$ cat src/rtl/pario_pkg.sv
package pario_pkg;
    localparam int DATA_W = 8;

    typedef enum logic [1:0] {
        SEL_IN   = 2'd0,
        SEL_OUT  = 2'd1,
        SEL_STAT = 2'd2,
        SEL_NONE = 2'd3
    } reg_sel_e;

    typedef struct packed {
        logic              busy;
        logic              rden;
        logic [DATA_W-1:0] rdata;
        logic [DATA_W-1:0] in_byte;
        logic              in_rdy;
        logic [DATA_W-1:0] out_byte;
        logic              out_vld;
        logic              out_rdy;
    } port_state_t;
endpackage

$ cat src/rtl/pario_in_sync.sv
module pario_in_sync #(
    parameter int STAGES = 2
) (
    input  logic clk,
    input  logic rst_n,
    input  logic async_i,
    output logic rise_o
);
    logic [STAGES:0] pipe_q;
    logic [STAGES:0] pipe_d;

    genvar g;
    generate
        for (g = 0; g <= STAGES; g++) begin : g_stage
            if (g == 0) begin : g_first
                assign pipe_d[g] = async_i;
            end else begin : g_next
                assign pipe_d[g] = pipe_q[g-1];
            end
        end
    endgenerate

    always_ff @(posedge clk or negedge rst_n) begin
        if (!rst_n) pipe_q <= '0;
        else        pipe_q <= pipe_d;
    end

    assign rise_o = pipe_q[STAGES-1] & ~pipe_q[STAGES];
endmodule

$ cat src/rtl/pario_decode.sv
module pario_decode #(
    parameter int              ADDR_W    = 32,
    parameter logic [ADDR_W-3:0] BASE_WORD = '0
) (
    input  logic              mreq_i,
    input  logic [ADDR_W-1:0] addr_i,
    input  logic              rnw_i,
    output logic              rd_in_o,
    output logic              wr_out_o,
    output logic              rd_stat_o
);
    import pario_pkg::*;

    logic     match;
    reg_sel_e sel;

    always_comb begin
        match     = mreq_i && (addr_i[ADDR_W-1:2] == BASE_WORD);
        sel       = reg_sel_e'(addr_i[1:0]);
        rd_in_o   = match &&  rnw_i && (sel == SEL_IN);
        wr_out_o  = match && !rnw_i && (sel == SEL_OUT);
        rd_stat_o = match &&  rnw_i && (sel == SEL_STAT);
    end
endmodule

$ cat src/rtl/pario_port.sv
module pario_port #(
    parameter int                ADDR_W    = 32,
    parameter int                DATA_W    = 8,
    parameter int                SYNC_STG  = 2,
    parameter logic [ADDR_W-3:0] BASE_WORD = 30'h0400_0000
) (
    input  logic              clk,
    input  logic              rst_n,
    input  logic [ADDR_W-1:0] bus_addr,
    input  logic              bus_rnw,
    input  logic [DATA_W-1:0] bus_wdata,
    input  logic              bus_mreq,
    output logic              bus_sack,
    output logic [DATA_W-1:0] bus_rdata,
    output logic              bus_rden,
    input  logic [DATA_W-1:0] in_data,
    input  logic              in_strobe,
    output logic [DATA_W-1:0] out_data,
    output logic              out_strobe,
    input  logic              out_idle
);
    import pario_pkg::*;

    localparam int PAD_W = DATA_W - 2;

    port_state_t st_q, st_d;
    logic        in_rise;
    logic        hit_rd_in, hit_wr_out, hit_rd_st;
    logic        accept;
    logic [DATA_W-1:0] stat_word;

    pario_in_sync #(.STAGES(SYNC_STG)) i_sync (
        .clk     (clk),
        .rst_n   (rst_n),
        .async_i (in_strobe),
        .rise_o  (in_rise)
    );

    pario_decode #(.ADDR_W(ADDR_W), .BASE_WORD(BASE_WORD)) i_dec (
        .mreq_i    (bus_mreq),
        .addr_i    (bus_addr),
        .rnw_i     (bus_rnw),
        .rd_in_o   (hit_rd_in),
        .wr_out_o  (hit_wr_out),
        .rd_stat_o (hit_rd_st)
    );

    always_comb begin
        st_d      = st_q;
        stat_word = {{PAD_W{1'b0}}, st_q.out_rdy, st_q.in_rdy};
        accept    = !st_q.busy && (hit_rd_in || hit_wr_out || hit_rd_st);

        // handshake completion
        if (st_q.busy && !bus_mreq) begin
            st_d.busy = 1'b0;
            st_d.rden = 1'b0;
        end

        if (accept) begin
            st_d.busy  = 1'b1;
            st_d.rden  = hit_rd_in || hit_rd_st;
            st_d.rdata = hit_rd_in ? st_q.in_byte : stat_word;
        end

        // input side: a fresh capture overrides the read clear
        if (accept && hit_rd_in) st_d.in_rdy = 1'b0;
        if (in_rise) begin
            st_d.in_byte = in_data;
            st_d.in_rdy  = 1'b1;
        end

        // output side: an accepted write overrides idle
        if (out_idle) begin
            st_d.out_rdy = 1'b1;
            st_d.out_vld = 1'b0;
        end
        if (accept && hit_wr_out) begin
            st_d.out_byte = bus_wdata;
            st_d.out_vld  = 1'b1;
            st_d.out_rdy  = 1'b0;
        end
    end

    always_ff @(posedge clk or negedge rst_n) begin
        if (!rst_n) st_q <= '0;
        else        st_q <= st_d;
    end

    assign bus_sack   = st_q.busy;
    assign bus_rden   = st_q.rden;
    assign bus_rdata  = st_q.rdata;
    assign out_data   = st_q.out_byte;
    assign out_strobe = st_q.out_vld;
endmodule

$ cat config.mk
export PLATFORM = sky130hd
export DESIGN_NAME = pario_port
export DESIGN_NICKNAME = d
export VERILOG_FILES = /design/src/rtl/pario_pkg.sv /design/src/rtl/pario_in_sync.sv /design/src/rtl/pario_decode.sv /design/src/rtl/pario_port.sv
export SDC_FILE = /design/constraint.sdc
export NUM_CORES = 1
export LEC_CHECK = 0
export BUFFER_PORTS_ARGS = -buffer_cell sky130_fd_sc_hd__clkbuf_2
export CAP_MARGIN = 20
export CORE_MARGIN = 2
export CORE_UTILIZATION = 40
export DETAILED_ROUTE_END_ITERATION = 7
export PLACE_DENSITY = 0.71
export SKIP_LAST_GASP = 1
export SLEW_MARGIN = 30
export SYNTH_ARGS = -nofsm -noshare
export SYNTH_HDL_FRONTEND = slang
export SYNTH_SLANG_ARGS = --single-unit
$ cat constraint.sdc
create_clock -name clk -period 2.9 [get_ports clk]
set_input_delay 0.87 -clock clk [delete_from_list [all_inputs] [get_ports clk]]
set_output_delay 0.87 -clock clk [all_outputs]
set_load 0.005 [all_outputs]
==> key figures, run 1 <==
Synth
  • Register bit total from synthesis: 32
  • Count of different cell masters after synthesis: 24
  • Synth Area per Inst: about 13 µm²
  • Synth Net Count: between 150 and 200
  • Netlist Area Pre-Place: approximately 1400 µm²
  • Sequential-to-total area share from yosys stat: between 50% and 60%
  • Syn. warnings: 0
  • Synthesized instance count: 112

Floorplan
  • Placeable Area: between 3000 and 4000 µm²
  • Row count: 21
  • Initial cell density of the core: a little over two fifths
  • Die width: ~64 µm
  • Die height: between 60 and 70 µm
  • Die area: about 4100 µm²
  • I/O pins: 73

Min path
  • Hold WC Path Type: flip-flop to flip-flop
  • Hold path start: i_sync.pipe_q[0]$_DFF_PN0_
  • Hold worst-path end: i_sync.pipe_q[1]$_DFF_PN0_
  • Worst hold stages: 0

Worst setup path
  • RR Endpoint: out_data[2]$_DFFE_PN0P_
  • Kind of critical path: input pin to flip-flop
  • Critical Path RT: around 3.1 ns
  • Slowest cell on crit path: nor4b_1
  • Crit. End Element: flip-flop
  • Largest stage delay on the critical path: roughly 0.37 ns
  • R2R cell count: 5
  • Buf/Inv on CP: 2
  • Crit path max fanout: 10
  • CP Launch Type: input pin
  • FF-to-FF Start: bus_sack$_DFFE_PN0P_
  • R2R setup slack: approximately 0.85 ns
  • Top Family by Delay on Critical Path: simple AND/OR/NAND/NOR gates
  • CP arrival: 2.43 ns
  • Worst-path cell chain: clkbuf_2, nor4b_1, nand4_1, nor4_4, buf_4, mux2_2

Timing
  • Clock skew: 0.006911 ns
  • Fmax: between 400 and 500 MHz
  • Slew HR: between 40% and 50%
  • Final Hold Fails: 0
  • Final setup fails: 0
  • Period utilization: a little under 80%
  • Post-layout min period: roughly 2.2 ns
  • RSZ-0062 raised after global routing: no
  • Transition time of the tightest slew-check pin: around 0.76 ns
  • Setup TNS: 0 ns
  • Fin. max-slew vios: 0

Route
  • WL final: approximately 2800 µm
  • Final ANT Viol Nets: 0
  • DR iter-0 viols: 32
  • Routed vias/inst: 4.846
  • DRC viols: 0
  • Routed len/inst: about 13 µm
  • Routed vias: around 1100
  • Pre-antenna DRT Iters: 4

Finish
  • Layout cells sized above 1: about 58%
  • Multi-input logic area: roughly 490 µm²
  • Sequential cell area: approximately 800 µm²
  • Layout Nets: around 230
  • Filler instances: around 300
  • Most common cell after layout, fill and taps aside: clkbuf_2
  • Final Core Density: 52.79%
  • N_diodes: 0
  • Syn-to-layout area delta: 24.89%
  • Commonest non-fill, non-tap cells in the layout: clkbuf_2, dfrtp_1, mux2_2

CTS
  • Post-CTS resize count: 0
  • Clk_lat worst skew: 0.32 ns
  • Bufs on Longest Clock Path: 2
  • Postcts setup bufs: 0
  • CTS sink count: 32
  • CTS clk-pin slew, worst paths: 0.09 ns
  • Post-CTS Hold Buffers: 0
  • Total CTS buffers: 5
  • Root Driver: clkbuf_4
  • CTS tree: done
  • H-tree depth: 2

Run status
  • Status: finished, final reports clean

Flow run
  • Max Cap Viol: 0

Global routing
  • Vias in the first global route: 1102
  • Gr usage total: between 10% and 20%
  • Antenna violations before repair: 0
  • Largest net degree at the start of global routing: 33
  • First-pass GRT wire length: ~4700 µm
  • Overflow after GRT: 0

Placed design
  • I/O Buffers: between 70 and 80
  • Global placement routability congestion: just under 0.7
  • DPL Wire Length: between 2000 and 2500 µm

Pwr
  • Cell Pwr Density: ~450 nW/µm²
  • Max VDD drop: between 0.2 and 0.3 mV
  • Leak: 0.9590 nW
==> cells by family after synthesis <==
logic type | after synthesis | share of synthesized area, %
DFF | 32 | 55.90
and+or+nand+nor | 27 | 12.75
buffers and inverters | 21 | 9.695
muxes | 19 | 14.93
AOI/OAI and AO/OA | 13 | 6.725
==> sequential cells by signal, indices dropped and copies added (netlist names) <==
name,cells
bus_rdata,8
bus_rden,1
bus_sack,1
out_strobe,1
st_q,10
i_sync.pipe_q,3
out_data,8
==> through the flow <==
step           hold slack [ns]  instance area (µm²)  std cells  worst slack [ns]  power [mW]
6_report                0.3536                 1789        221            0.6670      0.7981
3_5_place_dp            0.3347                 1730        213            0.3062      0.5557
4_1_cts                 0.3551                 1789        221            0.6467      0.8134
5_1_grt                 0.3610                 1789        221            0.5525      0.8498
2_1_floorplan           0.3312                 1433        112            0.4654      0.5056
3_3_place_gp            0.3347                 1730        213            0.3808      0.5522
==> final cells by class <==
class / count / share of cell area [%]
sequential: 32 / 44.76
multi-input combinational: 59 / 27.55
timing repair buffer: 73 / 20.56
clock buffer: 8 / 3.287
tap: 46 / 3.217
inverter: 3 / 0.6294
==> Yosys cell counts <==
library cell	count	area, µm²
a21boi_0	1	7.510
a21o_2	1	8.760
a22o_1	6	52.55
and3_1	2	12.51
and4_1	1	8.760
and4_2	1	10.01
buf_4	16	120.1
clkbuf_1	2	7.510
dfrtp_1	32	800.8
inv_1	3	11.26
mux2_2	19	214.0
nand2_1	3	11.26
nand2b_1	2	12.51
nand3_1	2	10.01
nand4_1	2	12.51
nor2_1	2	7.510
nor2b_1	1	6.260
nor3b_1	1	7.510
nor4_1	6	37.54
nor4_4	1	21.27
nor4b_1	2	17.52
o21ai_0	4	20.02
o21bai_1	1	7.510
or3_2	1	7.510
==> worst reg2reg max path, cell delays in order, from the launching register on <==
cell	delay, ns
dfrtp_1	0.42
nor4_1	0.39
nand4_1	0.26
nor4_4	0.30
buf_4	0.22
mux2_2	0.35
==> power breakdown <==
| part | internal, mW | leakage (nW) | switching, mW |
|---|---|---|---|
| clock | 0.120 | 0.0326 | 0.133 |
| combinational | 0.0433 | 0.515 | 0.0292 |
| sequential | 0.464 | 0.412 | 0.00844 |
==> layer usage <==
| metal | vias to the layer above | GRT usage, % | routed length, µm |
|---|---|---|---|
| li1 | 515 | - | - |
| met1 | 507 | 15.90 | 1092 |
| met2 | 47 | 26.17 | 1489 |
| met3 | 2 | 6.338 | 246 |
| met4 | 0 | 5.707 | 17 |
| met5 | - | 0 | 0 |
==> worst max path at each step <==
stage                 startpoint                       to  slack, ns  cells past startpoint
global placement    bus_addr[31]  out_data[7]$_DFFE_PN0P_       0.38                      6
detailed placement  bus_addr[23]  out_data[5]$_DFFE_PN0P_       0.31                      6
CTS                 bus_addr[23]  out_data[5]$_DFFE_PN0P_       0.65                      6
floorplan           bus_addr[23]  out_data[0]$_DFFE_PN0P_       0.47                      4
finish              bus_addr[31]  out_data[2]$_DFFE_PN0P_       0.67                      6
global route        bus_addr[23]  out_data[3]$_DFFE_PN0P_       0.55                      6
Note: power is estimated with default switching activity, not from simulation.
==> run 2, diff against run 1 <==
Settings changed: ABC_AREA from default to 1.
Clock period 2.9 ns to 1.8 ns, I/O delays scaled along.
==> key figures, run 2 <==
Flow run
  • Max Cap Viol: 0

CTS
  • Post-CTS resize count: 0
  • CTS sink count: 32
  • CTS clk-pin slew, worst paths: approximately 0.060 ns
  • Bufs on Longest Clock Path: 2
  • Clk_lat worst skew: around 0.28 ns
  • Post-CTS Hold Buffers: 0
  • Postcts setup bufs: 0
  • Root Driver: clkbuf_8
  • Total CTS buffers: 5
  • CTS tree: done
  • H-tree depth: 2

Global routing
  • Top Usage Layer GRT: met2
  • Met3 Resource Use GR: 5.099%
  • Grt met2 use: a little under a quarter
  • Vias in the first global route: roughly 1200
  • Gr usage total: between 10% and 20%
  • First-pass GRT wire length: roughly 4800 µm
  • Overflow after GRT: 0
  • GR Util met1: 16.74%
  • Antenna violations before repair: 0
  • Largest net degree at the start of global routing: 24

Timing
  • Final setup margin: 0.3436 ns
  • Final Hold Fails: 0
  • Slew HR: ~65%
  • Fin. max-slew vios: 0
  • Final setup fails: 0
  • RSZ-0062 raised after global routing: no
  • Period utilization: between 80% and 90%
  • Clock skew: roughly 0.0028 ns
  • Setup TNS: 0 ns
  • Hold WS: 0.2240 ns
  • Fmax: approximately 700 MHz
  • Transition time of the tightest slew-check pin: approximately 0.52 ns
  • Post-layout min period: 1.456 ns

Floorplan
  • Placeable Area: between 3000 and 4000 µm²
  • Initial cell density of the core: slightly above 40%
  • Row count: 23
  • Die height: 67.97 µm
  • Die area: roughly 4600 µm²
  • I/O pins: 73
  • Die width: 67.97 µm

Pwr
  • Combinational Power Share: 10.0%
  • P_int: 1.085 mW
  • Clock network fraction of design power: approximately 36%
  • Sw Share: a little under a quarter
  • Leak: 1.123 nW
  • Sw Pwr: roughly 320 µW
  • Max VDD drop: approximately 0.47 mV
  • Cell Pwr Density: 697.0 nW/µm²
  • Reg power frac: a little over half

Finish
  • Most common cell after layout, fill and taps aside: clkbuf_2
  • Fin cells: about 290
  • N_diodes: 0
  • Largest register by flop count: st_q
  • Layout cells sized above 1: around 47%
  • Layout Nets: a little under 300
  • Commonest non-fill, non-tap cells in the layout: clkbuf_2, nand2_1, dfrtp_1
  • Syn-to-layout area delta: 22.78%
  • Max reg flops: 10

Synth
  • Synth Net Count: about 230
  • Most frequent cell after synthesis: nand2_1
  • Number of flops mapped to enable cells by yosys: 0
  • Leading cell types by count after synthesis: nand2_1, dfrtp_1, inv_1, nor2_1, buf_4
  • Sequential-to-total area share from yosys stat: 48.93%
  • Synthesized instance count: 179
  • Top-area cell type share of the netlist area: between 40% and 50%
  • Syn. warnings: 0
  • Synth Area per Inst: 9.143 µm²
  • Netlist Area Pre-Place: 1637 µm²
  • Register bit total from synthesis: 32
  • Post-synth ARST share: 100.0%
  • Count of different cell masters after synthesis: 22
  • Synth area leaders: dfrtp_1, nand2_1, buf_4
  • Dominant cell type by area after synthesis: dfrtp_1
  • Top FF cell, synth: dfrtp_1

Worst setup path
  • Crit. End Element: flip-flop
  • Kind of critical path: input pin to flip-flop
  • CP arrival: approximately 1.6 ns
  • Critical Path RT: slightly below 2 ns
  • Crit path max fanout: 7
  • CP Launch Type: input pin

Placed design
  • Global placement routability congestion: 0.7053
  • Place WS: 0.03228 ns
  • DPL Wire Length: between 2000 and 2500 µm
  • Placed instance count: 284
  • I/O Buffers: 72

Route
  • Routed vias: between 1000 and 1500
  • Pre-antenna DRT Iters: 4
  • DR iter-0 viols: 38
  • Routed len/inst: 9.488 µm
  • Routed vias/inst: 4.199
  • DRC viols: 0
  • WL final: about 2800 µm
  • Final ANT Viol Nets: 0

Min path
  • Hold WC Path Type: input pin to async pin

Run status
  • Status: finished, final reports clean
run 2: worst max-delay path, stage by stage:
cell and delay [ns]:
clkbuf_2 0.08, nor2_1 0.10, nand2_1 0.07, nor2_2 0.11
nand2_2 0.09, nor2_8 0.17, o21ai_1 0.11, nor2_2 0.14
nand3_1 0.11, nand2_1 0.07, inv_1 0.03
run 2: power by group through the flow:
stage	Clock (mW)	Combinational, mW	Sequential, mW
global placement	0	0.141	0.774
finish	0.498	0.141	0.762
floorplan	0	0.0612	0.772
detailed placement	0	0.144	0.775
CTS	0.524	0.145	0.761
global route	0.558	0.162	0.764
run 2: cell families (layout without fill, tap and decap cells):
logic type / count (synthesis) / after routing / share of synthesized area (%)
multiplexers: 5 / 5 / 3.440
flip-flops: 32 / 32 / 48.93
AO/OA/AOI/OAI: 19 / 19 / 9.556
buffers and inverters: 45 / 107 / 14.45
AND/OR/NAND/NOR: 78 / 78 / 23.62
run 2: layout make-up:
type	instances	area [µm²]
Multi-Input combinational cell	102	599.3
Inverter	27	101.3
Clock buffer	6	72.57
Fill cell	392	1962
Sequential cell	32	800.8
Timing Repair Buffer	73	367.9
Tap cell	50	62.56
Clock inverter	1	5.005
run 2: path summary, 6_finish.rpt:
| kind | startpoint | endpoint | slack (ns) | cells past startpoint |
|---|---|---|---|---|
| worst max-delay path | bus_addr[4] | bus_rdata[1]$_DFFE_PN0P_ | 0.34 | 11 |
| worst min register to register | i_sync.pipe_q[0]$_DFF_PN0_ | i_sync.pipe_q[1]$_DFF_PN0_ | 0.35 | 0 |
| worst min-delay path | rst_n | st_q[16]$_DFFE_PN0P_ | 0.22 | 1 |
| worst max register to register | bus_sack$_DFFE_PN0P_ | out_data[0]$_DFFE_PN0P_ | 0.56 | 4 |
| min in group clk | i_sync.pipe_q[0]$_DFF_PN0_ | i_sync.pipe_q[1]$_DFF_PN0_ | 0.35 | 0 |
| max in group asynchronous | rst_n | out_data[0]$_DFFE_PN0P_ | 1.03 | 2 |
run 2: stage by stage:
| step | power (mW) | util [%] | instance area, µm² |
|---|---|---|---|
| after floorplan | 0.8335 | - | 1637 |
| after global placement | 0.9152 | 48.65 | 1932 |
| after detailed placement | 0.9192 | 48.65 | 1932 |
| after CTS | 1.430 | 50.60 | 2009 |
| after global routing | 1.485 | 50.60 | 2009 |
| final | 1.400 | 50.60 | 2009 |
run 2: layer usage:
| layer | share of wire (%) | vias up | routed length, µm |
|---|---|---|---|
| met1 | 42 | 536 | 1166 |
| li1 | - | 651 | - |
| met5 | 0 | - | 0 |
| met4 | 1.6 | 0 | 45 |
| met3 | 4.9 | 5 | 134 |
| met2 | 51 | 30 | 1415 |
